<file path="src/rtl/fwd_pkg.sv">
package fwd_pkg;
  typedef enum logic [1:0] {
    SRC_RF  = 2'b00,
    SRC_MWB = 2'b01,
    SRC_EXM = 2'b10,
    SRC_RET = 2'b11
  } fwd_src_e;
endpackage

</file>
<file path="src/rtl/fwd_cmp.sv">
// Match detector: one source specifier against one producer destination.
module fwd_cmp #(
  parameter int AW = 5
) (
  input  logic [AW-1:0] src,
  input  logic [AW-1:0] dst,
  input  logic          wr_en,
  input  logic          allow,
  output logic          hit
);
  logic dst_nonzero;
  assign dst_nonzero = |dst;
  assign hit = allow & wr_en & dst_nonzero & (dst == src);
endmodule

</file>
<file path="src/rtl/fwd_pick.sv">
// Priority: youngest producer first.
module fwd_pick
  import fwd_pkg::*;
(
  input  logic     hit_exm,
  input  logic     hit_mwb,
  input  logic     hit_ret,
  output fwd_src_e sel
);
  always_comb begin
    if (hit_exm)      sel = SRC_EXM;
    else if (hit_mwb) sel = SRC_MWB;
    else if (hit_ret) sel = SRC_RET;
    else              sel = SRC_RF;
  end
endmodule

</file>
<file path="src/rtl/fwd_ret_stage.sv">
// One-entry record of the value that left writeback last cycle.
module fwd_ret_stage #(
  parameter int AW   = 5,
  parameter int DW   = 32,
  parameter bit KEEP = 1'b1
) (
  input  logic          clk,
  input  logic          rst,
  input  logic [AW-1:0] in_rd,
  input  logic          in_wr,
  input  logic [DW-1:0] in_val,
  output logic [AW-1:0] out_rd,
  output logic          out_wr,
  output logic [DW-1:0] out_val
);
  generate
    if (KEEP) begin : g_keep
      always_ff @(posedge clk) begin
        if (rst) begin
          out_wr  <= 1'b0;
          out_rd  <= '0;
          out_val <= '0;
        end else begin
          out_wr  <= in_wr;
          out_rd  <= in_rd;
          out_val <= in_val;
        end
      end
    end else begin : g_none
      assign out_wr  = 1'b0;
      assign out_rd  = '0;
      assign out_val = '0;
    end
  endgenerate
endmodule

</file>
<file path="src/rtl/fwd_opmux.sv">
module fwd_opmux
  import fwd_pkg::*;
#(
  parameter int DW = 32
) (
  input  fwd_src_e      sel,
  input  logic [DW-1:0] rf,
  input  logic [DW-1:0] exm,
  input  logic [DW-1:0] mwb,
  input  logic [DW-1:0] ret,
  output logic [DW-1:0] y
);
  always_comb begin
    unique case (sel)
      SRC_EXM: y = exm;
      SRC_MWB: y = mwb;
      SRC_RET: y = ret;
      default: y = rf;
    endcase
  end
endmodule

</file>
<file path="src/rtl/fwd_unit.sv">
module fwd_unit
  import fwd_pkg::*;
#(
  parameter int AW             = 5,
  parameter int DW             = 32,
  parameter int NUM_SRC        = 2,
  parameter bit RF_WRITE_FIRST = 1'b0
) (
  input  logic                          clk,
  input  logic                          rst,
  input  logic [NUM_SRC-1:0][AW-1:0]    src_reg,
  input  logic [NUM_SRC-1:0][DW-1:0]    rf_val,
  input  logic [AW-1:0]                 exm_rd,
  input  logic                          exm_wr,
  input  logic                          exm_ld,
  input  logic [DW-1:0]                 exm_alu,
  input  logic [AW-1:0]                 mwb_rd,
  input  logic                          mwb_wr,
  input  logic                          mwb_ld,
  input  logic [DW-1:0]                 mwb_alu,
  input  logic [DW-1:0]                 mwb_load,
  output logic [NUM_SRC-1:0][1:0]       op_sel,
  output logic [NUM_SRC-1:0][DW-1:0]    op_val
);
  localparam bit KEEP_RET = !RF_WRITE_FIRST;

  logic [DW-1:0] wb_val;
  logic [AW-1:0] ret_rd;
  logic          ret_wr;
  logic [DW-1:0] ret_val;
  logic          exm_alu_ok;

  // Load data reaches the bypass only through MEM/WB.
  assign wb_val     = mwb_ld ? mwb_load : mwb_alu;
  assign exm_alu_ok = ~exm_ld;

  fwd_ret_stage #(.AW(AW), .DW(DW), .KEEP(KEEP_RET)) u_ret (
    .clk(clk), .rst(rst),
    .in_rd(mwb_rd), .in_wr(mwb_wr), .in_val(wb_val),
    .out_rd(ret_rd), .out_wr(ret_wr), .out_val(ret_val)
  );

  generate
    for (genvar g = 0; g < NUM_SRC; g++) begin : g_op
      logic     hit_exm, hit_mwb, hit_ret;
      fwd_src_e sel;

      fwd_cmp #(.AW(AW)) u_cmp_exm (
        .src(src_reg[g]), .dst(exm_rd), .wr_en(exm_wr),
        .allow(exm_alu_ok), .hit(hit_exm)
      );
      fwd_cmp #(.AW(AW)) u_cmp_mwb (
        .src(src_reg[g]), .dst(mwb_rd), .wr_en(mwb_wr),
        .allow(1'b1), .hit(hit_mwb)
      );
      fwd_cmp #(.AW(AW)) u_cmp_ret (
        .src(src_reg[g]), .dst(ret_rd), .wr_en(ret_wr),
        .allow(KEEP_RET), .hit(hit_ret)
      );
      fwd_pick u_pick (
        .hit_exm(hit_exm), .hit_mwb(hit_mwb), .hit_ret(hit_ret), .sel(sel)
      );
      fwd_opmux #(.DW(DW)) u_mux (
        .sel(sel), .rf(rf_val[g]), .exm(exm_alu), .mwb(wb_val),
        .ret(ret_val), .y(op_val[g])
      );
      assign op_sel[g] = sel;
    end
  endgenerate
endmodule

</file>
<file path="config.mk">
export PLATFORM = sky130hd
export DESIGN_NAME = fwd_unit
export DESIGN_NICKNAME = d
export VERILOG_FILES = /design/src/rtl/fwd_pkg.sv /design/src/rtl/fwd_cmp.sv /design/src/rtl/fwd_pick.sv /design/src/rtl/fwd_ret_stage.sv /design/src/rtl/fwd_opmux.sv /design/src/rtl/fwd_unit.sv
export SDC_FILE = /design/constraint.sdc
export NUM_CORES = 1
export LEC_CHECK = 0
export BUFFER_PORTS_ARGS = -buffer_cell sky130_fd_sc_hd__buf_4
export CAP_MARGIN = 20
export CORE_MARGIN = 4
export CORE_UTILIZATION = 40
export CTS_CLUSTER_SIZE = 10
export DETAILED_ROUTE_END_ITERATION = 16
export GPL_TIMING_DRIVEN = 0
export PLACE_DENSITY = 0.77
export SETUP_SLACK_MARGIN = 0.1
export SKIP_LAST_GASP = 1
export SYNTH_ARGS = -nofsm -noshare
export SYNTH_HDL_FRONTEND = slang
export SYNTH_SLANG_ARGS = --single-unit
</file>
<file path="constraint.sdc">
create_clock -name clk -period 2.7 [get_ports clk]
set_input_delay 0.54 -clock clk [delete_from_list [all_inputs] [get_ports clk]]
set_output_delay 0.54 -clock clk [all_outputs]
set_load 0.005 [all_outputs]
</file>
==> results.yml <==
floorplanning:
  coreArea_um2: 9950
  fp-row-count: 36
  die_w_um: 110
  dieArea_um2: 12100
  ios: 254
  start_util_pct: 41.8
  die_h_um: 110
pwr:
  powerDensity_nw_per_um2: 300
  power_mw: 2.22
  p_int_mw: 1.51
  power.share.clock_pct: 28.0
  power_leakage_nw: 3.19
  seqPwrFrac_pct: 27.6
  combPwrFrac_pct: 44.4
  switching_share_pct: 32.0
  ir_drop_uv: 210
  p_switching_mw: 0.710
cts:
  numCtsBuffers: 5
  cts-root-buf: "clkbuf_8"
  cts_tree: "built"
  cts_hold_buf: 0
  clockBufferDepth: 2
  cts_htree_levels: 2
  cts.clk_slew.worst_paths_ps: 80
  cts.sinks: 38
yosys:
  synthCells: 525
  synth_cell_types: 37
  syn-cell-area_um2: 4160
  ys.flop_type: "dfxtp_1"
  yosys_warnings: 0
  ys_seq_elements: 38
  syn-num-nets: 711
  async_flop_share_pct: 0
  synth-edff-count: 0
  avgSynthCellArea_um2: 7.93
  yosysSeqAreaShare_pct: 18.3
route:
  dr.pass1.iters: 6
  wl_per_cell_um: 23.8
  first_iter_violations: 618
  wl_um: 22600
  viasPerCell: 6.37
  antenna_left: 0
  vias: 6048
  drc_errors: 0
global_routing:
  antenna_found_initial: 0
  overflow: 0
  grt_use_total_pct: 33.7
  grt_pass1_vias: 5844
  grt_max_degree: 14
  grt_pass1_wl_um: 31500
finish:
  drive_above_1_share_pct: 48.9
  syn2layout_area_growth_pct: 77.4
  final_nets: 1001
  diodes: 0
run_status:
  status: "finished, violations left"
  violations: "negative setup slack"
timing:
  setup_viol: 67
  rsz0062_at_grt: "true"
  worst_slew_margin_rel_pct: 51.8
  hold_viol: 0
  finalCritPeriodShare_pct: 116
  post-route-min-period_ps: 3120
  tightest_slew_ps: 723
  tns_ps: -20470
  fin_ws_ps: -424
  finalMaxSlewViolations: 0
  clock.fmax_mhz: 320
worst_setup_path:
  slowest_stage: "clkbuf_1"
  crit_required_ps: 2160
  worstSetupPathType: "primary input to output pin"
  worst_path_most_repeated_cell: "buf_4"
  critical_path_arrival_ps: 2580
  slowest_delay_ps: 420
  cp_cell_sequence: "buf_4 -> xor2_1 -> nor3_4 -> buf_4 -> clkbuf_1 -> and4_1 -> a31oi_1 -> o221a_1 -> buf_4"
  startpoint_type: "primary input"
  cp_max_fo: 10
  endpoint_kind: "output pin"
placement:
  numPortBuffers: 251
  place_congestion: 0.941
  hpwl_um: 15700
min_path:
  hold_depth: 2
  hp-class: "primary input to register"
  min-delay-start: "mwb_rd[1]"
  worst_hold_path.endpoint: "u_ret.out_rd[1]$_SDFF_PP0_"
job:
  max-cap-violations: 0
metrics by stage:
step | hold slack (ps) | instances | area, um2 | worst slack [ps] | utilization, %
global placement | 801 | 909 | 6220 | -645 | 62.5
finish | 477 | 949 | 7380 | -424 | 74.2
floorplan | 668 | 525 | 4170 | 26.2 | -
detailed placement | 811 | 909 | 6220 | -689 | 62.5
global route | 496 | 949 | 7380 | -457 | 74.2
CTS | 489 | 942 | 7150 | -358 | 71.9
synthesized netlist by cell type, drive strengths merged, types with 24 or more instances:
library cell	count	area (um2)
clkbuf	48	180
nand2b	25	156
a311o	40	400
nor4b	32	280
nand2	44	165
mux2i	32	320
a2bb2oi	40	350
and4	33	289
o221a	24	270
dfxtp	38	761
nor2	70	263
a31oi	24	150
cells in the final DEF (no fill, tap or decap), types with 6 or more instances in the layout:
cell type  Yosys  final
clkbuf_1      48     21
buf_8          0     11
nand2_1       44     41
o221a_1       22     22
clkbuf_2       0     11
clkbuf_8       0      7
dfxtp_1       38     35
mux2i_1       32     32
a311o_1       40     40
a2bb2oi_2      0     36
nand2b_1      25     25
a31oi_1       24     23
nor2b_1        6      6
buf_4          0    266
and4_1        33     33
buf_6          3     13
xor2_1        17     17
xnor2_1       13      9
clkbuf_16      0      6
nor4b_1       32     32
nor2_1        70     68
layer usage:
| layer | GRT usage, % | vias up | wire length, um |
|---|---|---|---|
| li1 | - | 2620 | - |
| met1 | 40.4 | 2854 | 8190 |
| met2 | 57.3 | 470 | 10900 |
| met3 | 8.10 | 104 | 2570 |
| met4 | 14.1 | 0 | 960 |
| met5 | 0 | - | 0 |
area by class of cell:
type	count	area, um2
multi-input cells	424	3510
flip-flops and latches	38	764
well taps	133	166
clock buffers	5	68.8
plain buffers	62	526
fillers	731	2570
clock inverters	3	68.8
inverters	1	3.75
repair buffers	283	2270
power by group through the flow:
| stage | sequential, mW | combinational (mW) | clock [mW] |
|---|---|---|---|
| after floorplan | 0.620 | 0.355 | 0 |
| after global placement | 0.622 | 0.800 | 0 |
| after detailed placement | 0.624 | 0.812 | 0 |
| after CTS | 0.610 | 0.925 | 0.606 |
| after global routing | 0.615 | 1.03 | 0.631 |
| final | 0.613 | 0.985 | 0.620 |
kinds of logic (layout without fill, tap and decap cells):
| logic type | after synthesis | in the layout | share of synthesized area (%) |
|---|---|---|---|
| XOR/XNOR | 30 | 30 | 6.31 |
| AND/OR/NAND/NOR | 224 | 224 | 31.0 |
| buffers and inverters | 63 | 354 | 6.43 |
| multiplexers | 32 | 32 | 7.69 |
| AO/OA/AOI/OAI | 138 | 138 | 30.2 |
| flip-flops | 38 | 38 | 18.3 |
worst max-delay path: cells and delay by family:
| family | cells | cell delay [ps] |
|---|---|---|
| buffers and inverters | 4 | 880 |
| AO/OA/AOI/OAI | 2 | 320 |
| XOR/XNOR | 1 | 180 |
| AND/OR/NAND/NOR | 2 | 650 |
state kept, by name (all words and copies together) (netlist names):
| register | cells |
|---|---|
| u_ret.out_val | 32 |
| u_ret.out_rd | 5 |
| u_ret.out_wr | 1 |
repair_timing:
action / CTS / global route
pin swaps: 32 / 32
gates cloned: 5 / 2
setup buffers: 21 / 6
resized for setup: 123 / 50
setup endpoints to repair: 68 / 68
worst max-delay path by stage:
stage / end / depth (start not counted) / slack, ps / start
after detailed placement: op_val[0] / 10 / -690 / exm_rd[3]
after floorplan: op_val[29] / 6 / 30 / mwb_rd[0]
after global placement: op_val[25] / 10 / -640 / exm_rd[3]
after CTS: op_val[23] / 7 / -360 / u_ret.out_rd[0]$_SDFF_PP0_
after global routing: op_val[14] / 7 / -460 / u_ret.out_rd[0]$_SDFF_PP0_
final: op_val[28] / 9 / -420 / src_reg[1]
(Power assumes the default switching activity.)
